==> config.mk <==
export PLATFORM = sky130hd
export DESIGN_NAME = uwire_eeprom_engine
export DESIGN_NICKNAME = d
export VERILOG_FILES = /design/src/rtl/uwire_pkg.sv /design/src/rtl/uwire_half_div.sv /design/src/rtl/uwire_frame_build.sv /design/src/rtl/uwire_seq.sv /design/src/rtl/uwire_eeprom_engine.sv
export SDC_FILE = /design/constraint.sdc
export NUM_CORES = 1
export LEC_CHECK = 0
export BUFFER_PORTS_ARGS = -buffer_cell sky130_fd_sc_hd__buf_2
export CAP_MARGIN = 5
export CORE_ASPECT_RATIO = 0.7
export CORE_MARGIN = 2
export CORE_UTILIZATION = 57
export DETAILED_ROUTE_END_ITERATION = 12
export PLACE_DENSITY = 0.89
export SYNTH_ARGS = -nofsm -noshare
export SYNTH_HDL_FRONTEND = slang
export SYNTH_SLANG_ARGS = --single-unit
==> constraint.sdc <==
create_clock -name clk -period 2.51 [get_ports clk]
set_input_delay 0.3765 -clock clk [delete_from_list [all_inputs] [get_ports clk]]
set_output_delay 0.3765 -clock clk [all_outputs]
set_load 0.005 [all_outputs]
==> src/rtl/uwire_pkg.sv <==
package uwire_pkg;

    // Host-side command codes
    localparam logic [2:0] CMD_READ      = 3'd0;
    localparam logic [2:0] CMD_WRITE     = 3'd1;
    localparam logic [2:0] CMD_ERASE     = 3'd2;
    localparam logic [2:0] CMD_ERASE_ALL = 3'd3;
    localparam logic [2:0] CMD_WRITE_ALL = 3'd4;
    localparam logic [2:0] CMD_WR_EN     = 3'd5;
    localparam logic [2:0] CMD_WR_DIS    = 3'd6;

    // Opcode field on the wire
    localparam logic [1:0] OP_SPECIAL = 2'b00;
    localparam logic [1:0] OP_WRITE   = 2'b01;
    localparam logic [1:0] OP_READ    = 2'b10;
    localparam logic [1:0] OP_ERASE   = 2'b11;

    // Selector bits sent after the special opcode
    localparam logic [1:0] SEL_WR_DIS    = 2'b00;
    localparam logic [1:0] SEL_WRITE_ALL = 2'b01;
    localparam logic [1:0] SEL_ERASE_ALL = 2'b10;
    localparam logic [1:0] SEL_WR_EN     = 2'b11;

    typedef enum logic [2:0] {
        ST_IDLE   = 3'd0,
        ST_LEAD   = 3'd1,
        ST_BIT_LO = 3'd2,
        ST_BIT_HI = 3'd3,
        ST_DESEL  = 3'd4,
        ST_RESEL  = 3'd5,
        ST_POLL   = 3'd6,
        ST_GAP    = 3'd7
    } seq_state_e;

endpackage

==> src/rtl/uwire_half_div.sv <==
module uwire_half_div #(
    parameter int DIV_HALF = 8
) (
    input  logic clk,
    input  logic rst_n,
    input  logic run,
    input  logic restart,
    output logic tick
);
    generate
        if (DIV_HALF <= 1) begin : g_every
            // Every cycle is a half-period; no counter needed.
            logic unused_div;
            assign unused_div = restart ^ clk ^ rst_n;
            assign tick = run;
        end else begin : g_count
            localparam int CW = $clog2(DIV_HALF);
            localparam logic [CW-1:0] LAST = CW'(DIV_HALF - 1);

            logic [CW-1:0] cnt_d, cnt_q;

            always_comb begin
                tick  = run && (cnt_q == LAST);
                cnt_d = cnt_q + 1'b1;
                if (!run || restart || tick) begin
                    cnt_d = '0;
                end
            end

            always_ff @(posedge clk or negedge rst_n) begin
                if (!rst_n) begin
                    cnt_q <= '0;
                end else begin
                    cnt_q <= cnt_d;
                end
            end
        end
    endgenerate
endmodule

==> src/rtl/uwire_frame_build.sv <==
module uwire_frame_build
    import uwire_pkg::*;
#(
    parameter int ADDR_W = 6,
    parameter int DATA_W = 16,
    localparam int HDR_W   = 3 + ADDR_W,
    localparam int FRAME_W = HDR_W + DATA_W,
    localparam int CNT_W   = $clog2(FRAME_W + 1)
) (
    input  logic [2:0]         code,
    input  logic [ADDR_W-1:0]  addr,
    input  logic [DATA_W-1:0]  wdata,
    output logic [FRAME_W-1:0] frame,
    output logic [CNT_W-1:0]   nbits,
    output logic               is_read,
    output logic               is_prog
);
    localparam int PAD_W = ADDR_W - 2;

    logic [1:0]        op;
    logic [ADDR_W-1:0] afield;
    logic              has_data;

    always_comb begin
        op       = OP_SPECIAL;
        afield   = {SEL_WR_DIS, {PAD_W{1'b0}}};
        has_data = 1'b0;
        is_read  = 1'b0;
        is_prog  = 1'b0;
        case (code)
            CMD_READ: begin
                op      = OP_READ;
                afield  = addr;
                is_read = 1'b1;
            end
            CMD_WRITE: begin
                op       = OP_WRITE;
                afield   = addr;
                has_data = 1'b1;
                is_prog  = 1'b1;
            end
            CMD_ERASE: begin
                op      = OP_ERASE;
                afield  = addr;
                is_prog = 1'b1;
            end
            CMD_ERASE_ALL: begin
                afield  = {SEL_ERASE_ALL, {PAD_W{1'b0}}};
                is_prog = 1'b1;
            end
            CMD_WRITE_ALL: begin
                afield   = {SEL_WRITE_ALL, {PAD_W{1'b0}}};
                has_data = 1'b1;
                is_prog  = 1'b1;
            end
            CMD_WR_EN: begin
                afield = {SEL_WR_EN, {PAD_W{1'b0}}};
            end
            default: begin
                afield = {SEL_WR_DIS, {PAD_W{1'b0}}};
            end
        endcase
        frame = {1'b1, op, afield, (has_data ? wdata : {DATA_W{1'b0}})};
        nbits = (has_data || is_read) ? CNT_W'(FRAME_W) : CNT_W'(HDR_W);
    end
endmodule

==> src/rtl/uwire_seq.sv <==
module uwire_seq
    import uwire_pkg::*;
#(
    parameter int ADDR_W     = 6,
    parameter int DATA_W     = 16,
    parameter int BUSY_LIMIT = 100000,
    localparam int HDR_W   = 3 + ADDR_W,
    localparam int FRAME_W = HDR_W + DATA_W,
    localparam int CNT_W   = $clog2(FRAME_W + 1),
    localparam int PC_W    = $clog2(BUSY_LIMIT + 1)
) (
    input  logic               clk,
    input  logic               rst_n,
    input  logic               start,
    input  logic [FRAME_W-1:0] frame,
    input  logic [CNT_W-1:0]   nbits,
    input  logic               is_read,
    input  logic               is_prog,
    input  logic               tick,
    input  logic               ee_do,
    output logic               run,
    output logic               restart,
    output logic               busy,
    output logic               done,
    output logic               err,
    output logic [DATA_W-1:0]  rd_data,
    output logic               ee_cs,
    output logic               ee_sk,
    output logic               ee_di
);
    typedef struct packed {
        seq_state_e         state;
        logic [FRAME_W-1:0] tx;
        logic [CNT_W-1:0]   left;
        logic [DATA_W-1:0]  rx;
        logic               rd_mode;
        logic               prog;
        logic [PC_W-1:0]    poll;
        logic               err;
        logic               done;
        logic               cs;
        logic               sk;
        logic               di;
    } seq_t;

    seq_t d, q;

    always_comb begin
        d      = q;
        d.done = 1'b0;
        case (q.state)
            ST_IDLE: begin
                if (start) begin
                    d.tx      = frame;
                    d.left    = nbits;
                    d.rd_mode = is_read;
                    d.prog    = is_prog;
                    d.err     = 1'b0;
                    d.state   = ST_LEAD;
                end
            end
            ST_LEAD: begin
                if (tick) d.state = ST_BIT_LO;
            end
            ST_BIT_LO: begin
                if (tick) d.state = ST_BIT_HI;
            end
            ST_BIT_HI: begin
                if (tick) begin
                    if (q.rd_mode && (q.left <= CNT_W'(DATA_W))) begin
                        d.rx = {q.rx[DATA_W-2:0], ee_do};
                    end
                    d.tx   = {q.tx[FRAME_W-2:0], 1'b0};
                    d.left = q.left - 1'b1;
                    if (q.left == CNT_W'(1)) begin
                        d.state = q.prog ? ST_DESEL : ST_GAP;
                    end else begin
                        d.state = ST_BIT_LO;
                    end
                end
            end
            ST_DESEL: begin
                if (tick) d.state = ST_RESEL;
            end
            ST_RESEL: begin
                if (tick) begin
                    d.state = ST_POLL;
                    d.poll  = '0;
                end
            end
            ST_POLL: begin
                if (ee_do) begin
                    d.state = ST_GAP;
                end else if (q.poll == PC_W'(BUSY_LIMIT - 1)) begin
                    d.err   = 1'b1;
                    d.state = ST_GAP;
                end else begin
                    d.poll = q.poll + 1'b1;
                end
            end
            ST_GAP: begin
                if (tick) begin
                    d.state = ST_IDLE;
                    d.done  = 1'b1;
                end
            end
            default: d.state = ST_IDLE;
        endcase

        d.cs = (d.state == ST_LEAD) || (d.state == ST_BIT_LO) ||
               (d.state == ST_BIT_HI) || (d.state == ST_RESEL) ||
               (d.state == ST_POLL);
        d.sk = (d.state == ST_BIT_HI);
        d.di = ((d.state == ST_BIT_LO) || (d.state == ST_BIT_HI)) &&
               d.tx[FRAME_W-1];
    end

    always_ff @(posedge clk or negedge rst_n) begin
        if (!rst_n) begin
            q <= '0;
        end else begin
            q <= d;
        end
    end

    assign run     = (q.state != ST_IDLE) && (q.state != ST_POLL);
    assign restart = (d.state != q.state);
    assign busy    = (q.state != ST_IDLE);
    assign done    = q.done;
    assign err     = q.err;
    assign rd_data = q.rx;
    assign ee_cs   = q.cs;
    assign ee_sk   = q.sk;
    assign ee_di   = q.di;
endmodule

==> src/rtl/uwire_eeprom_engine.sv <==
module uwire_eeprom_engine #(
    parameter int ADDR_W     = 6,
    parameter int DATA_W     = 16,
    parameter int DIV_HALF   = 8,
    parameter int BUSY_LIMIT = 100000
) (
    input  logic              clk,
    input  logic              rst_n,
    input  logic              cmd_start,
    input  logic [2:0]        cmd_code,
    input  logic [ADDR_W-1:0] cmd_addr,
    input  logic [DATA_W-1:0] cmd_wdata,
    output logic              cmd_busy,
    output logic              cmd_done,
    output logic              cmd_error,
    output logic [DATA_W-1:0] rd_data,
    output logic              ee_cs,
    output logic              ee_sk,
    output logic              ee_di,
    input  logic              ee_do
);
    localparam int HDR_W   = 3 + ADDR_W;
    localparam int FRAME_W = HDR_W + DATA_W;
    localparam int CNT_W   = $clog2(FRAME_W + 1);

    logic [FRAME_W-1:0] frame;
    logic [CNT_W-1:0]   nbits;
    logic               is_read;
    logic               is_prog;
    logic               tick;
    logic               run;
    logic               restart;

    uwire_frame_build #(
        .ADDR_W (ADDR_W),
        .DATA_W (DATA_W)
    ) u_frame (
        .code    (cmd_code),
        .addr    (cmd_addr),
        .wdata   (cmd_wdata),
        .frame   (frame),
        .nbits   (nbits),
        .is_read (is_read),
        .is_prog (is_prog)
    );

    uwire_half_div #(
        .DIV_HALF (DIV_HALF)
    ) u_div (
        .clk     (clk),
        .rst_n   (rst_n),
        .run     (run),
        .restart (restart),
        .tick    (tick)
    );

    uwire_seq #(
        .ADDR_W     (ADDR_W),
        .DATA_W     (DATA_W),
        .BUSY_LIMIT (BUSY_LIMIT)
    ) u_seq (
        .clk     (clk),
        .rst_n   (rst_n),
        .start   (cmd_start),
        .frame   (frame),
        .nbits   (nbits),
        .is_read (is_read),
        .is_prog (is_prog),
        .tick    (tick),
        .ee_do   (ee_do),
        .run     (run),
        .restart (restart),
        .busy    (cmd_busy),
        .done    (cmd_done),
        .err     (cmd_error),
        .rd_data (rd_data),
        .ee_cs   (ee_cs),
        .ee_sk   (ee_sk),
        .ee_di   (ee_di)
    );
endmodule

**Word level (Yosys, flattened, before mapping)**

Cells that the tools add are included.
Widths: inputs -> output; s select.

- Output and inout bits: 22
- Word-level logic and storage cells: 104
- Bits in registers: 76
- Input port bits: 29

- Reduce and logical (&&, ||, !) cells: 27
- Muxes and demuxes: 31
- Magnitude comparators: 1
- Add/subtract/negate cells: 3
- Eq/ne operators: 28

Operators by type and width:

| kind | count |
|---|---|
| $pmux 30 s2 | 1 |
| $mux 49 | 1 |
| $mux 17 | 2 |
| $pmux 17 s2 | 1 |
| $mux 33 | 1 |
| $mux 16 | 2 |
| $eq 3x3->1 const B | 9 |
| $mux 3 | 9 |
| $pmux 3 s8 | 1 |
| $pmux 6 s4 | 1 |
| $eq 3x2->1 const B | 6 |
| $mux 18 | 1 |
| $add 17x1->17 const B | 1 |
| $eq 17x17->1 const B | 1 |
| $ne 2x2->1 const B | 5 |
| $eq 3x1->1 const B | 3 |
| $logic_or 1x1->1 | 8 |
| $reduce_and 4->1 | 2 |
| $mux 1 | 7 |
| $logic_not 3->1 | 2 |
| $pmux 2 s3 | 1 |
| $reduce_and 3->1 | 2 |
| $reduce_bool 2->1 | 3 |
| $eq 5x1->1 const B | 1 |
| other kinds (16) | 19 |

**Logic depth before layout (Yosys ltp)**

- Depth in word-level cells: 12
- Depth in mapped cells: 12
- Gate-level depth less buffers: 8

**Cells and area by module**

Synthesis repeated with hierarchy kept, for this count alone.

- Cell total of the unflattened synthesis: 419
- Area total of the unflattened synthesis: 4172.8 sq um

Modules (own cells, without submodules):

| module | instances | area each (sq um) | cells an instance | seq. area each (sq um) |
|---|---|---|---|---|
| uwire_seq | 1 | 3663.5 | 364 | 1826.8 |
| uwire_frame_build | 1 | 362.8 | 46 | 0.0 |
| uwire_half_div | 1 | 146.4 | 9 | 75.1 |

**Worst setup path after synthesis**

Ideal clock, no wire load.

- Path type: register to register
- Start: register u_div.g_count.cnt_q[0]
- End: register u_seq.q[19] (netlist bit)
- Path slack: 0.326 ns
- Required time: 2.432 ns
- Cell stages (with the launch flop): 11
- Arrival time: 2.106 ns
- Period minus slack after synthesis: 2.184 ns
- Path buffers: 2
- Setup time: 0.078 ns
- Cells stage by stage: dfrtp_1 > ha_1 > ha_1 > buf_2 > nor3_1 > o21ai_0 > o311ai_2 > nand3_2 > buf_2 > or4_1 > a21oi_1

- Word-level cells in the longest chain between the ends: 4

RTL lines:

| what | RTL line | source |
|---|---|---|
| from (decl) | uwire_half_div.sv:20 | `logic [CW-1:0] cnt_d, cnt_q;` |
| from (signal assigned) | uwire_half_div.sv:34 | `cnt_q <= cnt_d;` |
| $eq 3x3->1 | uwire_half_div.sv:23 | `tick = run && (cnt_q == LAST);` |
| $logic_and 1x1->1 | uwire_half_div.sv:23 |  |
| $ne 2x2->1 (no line) | -- |  |
| $reduce_and 4->1 (no line) | -- |  |
| to (signal assigned) | uwire_seq.sv:120 | `q <= '0;` |
| to (signal assigned) | uwire_seq.sv:122 | `q <= d;` |
| to (decl) | uwire_seq.sv:46 | `seq_t d, q;` |

Every way passes these cells.
A chain may end at the register's enable or synchronous reset.

**Final worst setup path**

- Start: register u_div.g_count.cnt_q[0]
- End: register u_seq.q[15] (netlist bit)

The elaborated chain is that of the path after synthesis.

==> impl_results.md <==
- Required time worst endpoint: approximately 2.8 ns
- Setup-failing EPs final: 0
- Kind of critical path: reg2reg
- Slowest cell delay on critical path: 0.47 ns
- Seq/Total Area, Yosys: 50.9%
- Synth top area share: 50.9%
- Full die area: 7220 µm²
- Final Cycle Share: 93.5%
- Area contributors post-synth: dfrtp_1 (51%), mux2_2 (4.8%), a222oi_1 (4.0%)
- Synth unique cells: 50
- First-pass GRT wire length: 13100 µm
- CTS Buffer Depth: 2
- Synth Warn #: 0
- Antenna diodes: 0
- Worst VDD drop: between 0.5 and 0.6 mV
- Post-placement cell count: 464
- Syn-to-layout area delta: 12.5%
- Drt via density: 6.06
- Clock Tree Root: clkbuf_8
- Initial antenna violation count: 0
- Final WL: 7610 µm
- PD cells: 837 nW/µm²
- Synth Register Bits: 76
- Ports: 51
- Largest net degree at the start of global routing: 77
- Post-DP HPWL: 5180 µm
- Worst EP arrival: 2.62 ns
- Master of the slowest instance on the critical path: or4_1
- Tot Pwr: 3520 µW
- Total number of vias: 2908
- Max-Cap Viols: 0
- Total iterations of the first detailed-routing run: 5
- Worst hold path type: in2async
- Post-layout min period: 2.35 ns
- CTS Sinks: 76
- Final hold viol count: 0
- CTS clk-pin slew, worst paths: 0.08 ns
- FP Rows: 24
- Clock Skew: 0.00950 ns
- Core area: 6280 µm²
- CTS tree: done
- Setup crit start kind: flip-flop
- Most common flop cell mapped by yosys: dfrtp_1
- Share of layout cells above drive strength 1: 25.9%
- Relative max-transition margin: 61.3%
- Total track usage: 23.2%
- CP Cell Sequence: ha_1 -> ha_2 -> and2_1 -> nand3_1 -> a21oi_2 -> nand3_2 -> buf_12 -> or4_1 -> a21oi_1
- Post-CTS Setup Bufs: 0
- Port bufs: 50
- Syn Area/Cell: just over 10 µm²
- Starting Density: ~59%
- Total global routing overflow: 0
- 1st-iter DRT viols: 306
- Status: finished, final reports clean
- CTS H-tree lvls: 3
- Routed WL per cell: 15.9 µm
- Worst setup EP type: flip-flop
- Nets: about 430
- Pleak: 0.00205 µW
- DRC violations left: 0
- Fillers: 473
- Synth area leader: dfrtp_1
- Vias in the first global route: 2762
- Post-synth ARST share: 100%
- Die width: between 100 and 150 µm
- Max Clock Freq: 426 MHz
- GPL Wtd Cong: 0.839
- Post-route ant nets: 0
- CTS buffer count: 9
- Commonest cells in the netlist: dfrtp_1 (76), nand2_1 (35), a21oi_1 (27)
- Multi-input gate area: 1540 µm²
- Post-Synthesis Cell Area: between 3000 and 4000 µm²
- Syn nets: slightly below 400
- Count leader, synth: dfrtp_1
- Chip height: roughly 72 µm
- Fin Hold WS: 0.0365 ns
- FF+latch area: 1900 µm²
- Post-synth EDFFs: 0
- Max-slew violation count: 0
- Actual slew at the worst max-slew pin: 0.576 ns
- Cells after synthesis: 364
- Clk_lat worst skew: 0.35 ns
- Non-Filler Instances: 480
- Crit path max fanout: 32
[repair_timing]
| item | 4_1_cts | 5_1_grt |
|---|---|---|
| gates resized for setup | 0 | 2 |
| setup endpoints to repair | 0 | 7 |
| hold buffers | 0 | 0 |
[kinds of logic (layout without fill, tap and decap cells)]
family | count (synthesis) | in the layout | share of synthesized area, %
AO/OA/AOI/OAI | 87 | 87 | 15.9
XOR/XNOR | 4 | 4 | 0.939
adder cells (fa/ha/maj) | 5 | 5 | 1.68
buffers and inverters | 60 | 98 | 8.24
flip-flops | 76 | 76 | 50.9
multiplexers | 18 | 18 | 5.36
AND/OR/NAND/NOR | 114 | 114 | 17.0
[placed cells by master (no fill, tap or decap), types with 3 or more instances in the layout]
cell type   n
a222oi_1   15
nand3b_1    3
ha_1        4
inv_1      23
or2_2       4
nor2_1     17
a22oi_1     4
o21ai_0    19
buf_2      50
nand4_1     4
dfrtp_1    76
buf_4       7
nand3_1     6
nand2_1    35
a21oi_1    26
o41ai_1     3
mux2_2     16
o31ai_1     9
a21oi_2     3
or4_1       9
and2_1      5
nor3_1      8
or3_1       5
clkbuf_8   10
[critical path: cells and delay by family (launching register included)]
| family | cells | cell delay (ns) |
|---|---|---|
| adders and majority gates | 2 | 0.42 |
| DFF | 1 | 0.36 |
| and+or+nand+nor | 4 | 0.94 |
| buffers and inverters | 1 | 0.19 |
| AOI/OAI and AO/OA | 2 | 0.36 |
[flip-flops by register name, summed over array words and instances, names as in the netlist]
register,flops
u_seq.ee_di,1
u_seq.err,1
u_seq.rd_data,16
u_seq.ee_sk,1
u_seq.q,52
u_seq.ee_cs,1
u_div.g_count.cnt_q,3
u_seq.done,1
[stage by stage]
stage	setup slack (ns)	util (%)	area [µm²]	TNS [ns]
after floorplan	0.326	-	3730	0
after global placement	0.274	63.0	3960	0
after detailed placement	0.0981	63.0	3960	0
after CTS	0.0919	66.7	4190	0
after global routing	-0.00249	66.9	4200	-0.00249
final	0.163	66.9	4200	0
[power breakdown]
group          switching, µW  internal (µW)
combinational            417            342
sequential               215           1480
clock                    466            597
[worst paths after layout]
path,startpoint,slack (ns),to,depth (start not counted)
setup / recovery,u_div.g_count.cnt_q[0],0.16,u_seq.q[15],9
hold / removal,rst_n,0.04,u_seq.q[61],2
setup reg to reg,u_div.g_count.cnt_q[0],0.16,u_seq.q[15],9
hold reg to reg,u_div.g_count.cnt_q[0],0.45,u_div.g_count.cnt_q[0],1
max in group asynchronous,rst_n,2.15,u_seq.rd_data[11],2
min in group clk,cmd_addr[1],0.24,u_seq.q[62],3
[layer usage]
| metal | track usage, % | part of all wire [%] | vias to the layer above |
|---|---|---|---|
| met1 | 32.8 | 45 | 1408 |
| met5 | 0 | 0 | - |
| met4 | 7.61 | 1.2 | 0 |
| met3 | 7.51 | 7.9 | 10 |
| met2 | 34.0 | 45 | 115 |
| li1 | - | - | 1375 |
[cell type report]
type	instances	share of cell area, %
inverter	23	2.06
sequential	76	45.3
multi-input combinational	228	36.6
tap	78	2.32
clock buffer	10	3.28
clock inverter	6	2.26
timing repair buffer	59	8.16
Note: power is estimated with default switching activity, not from simulation.
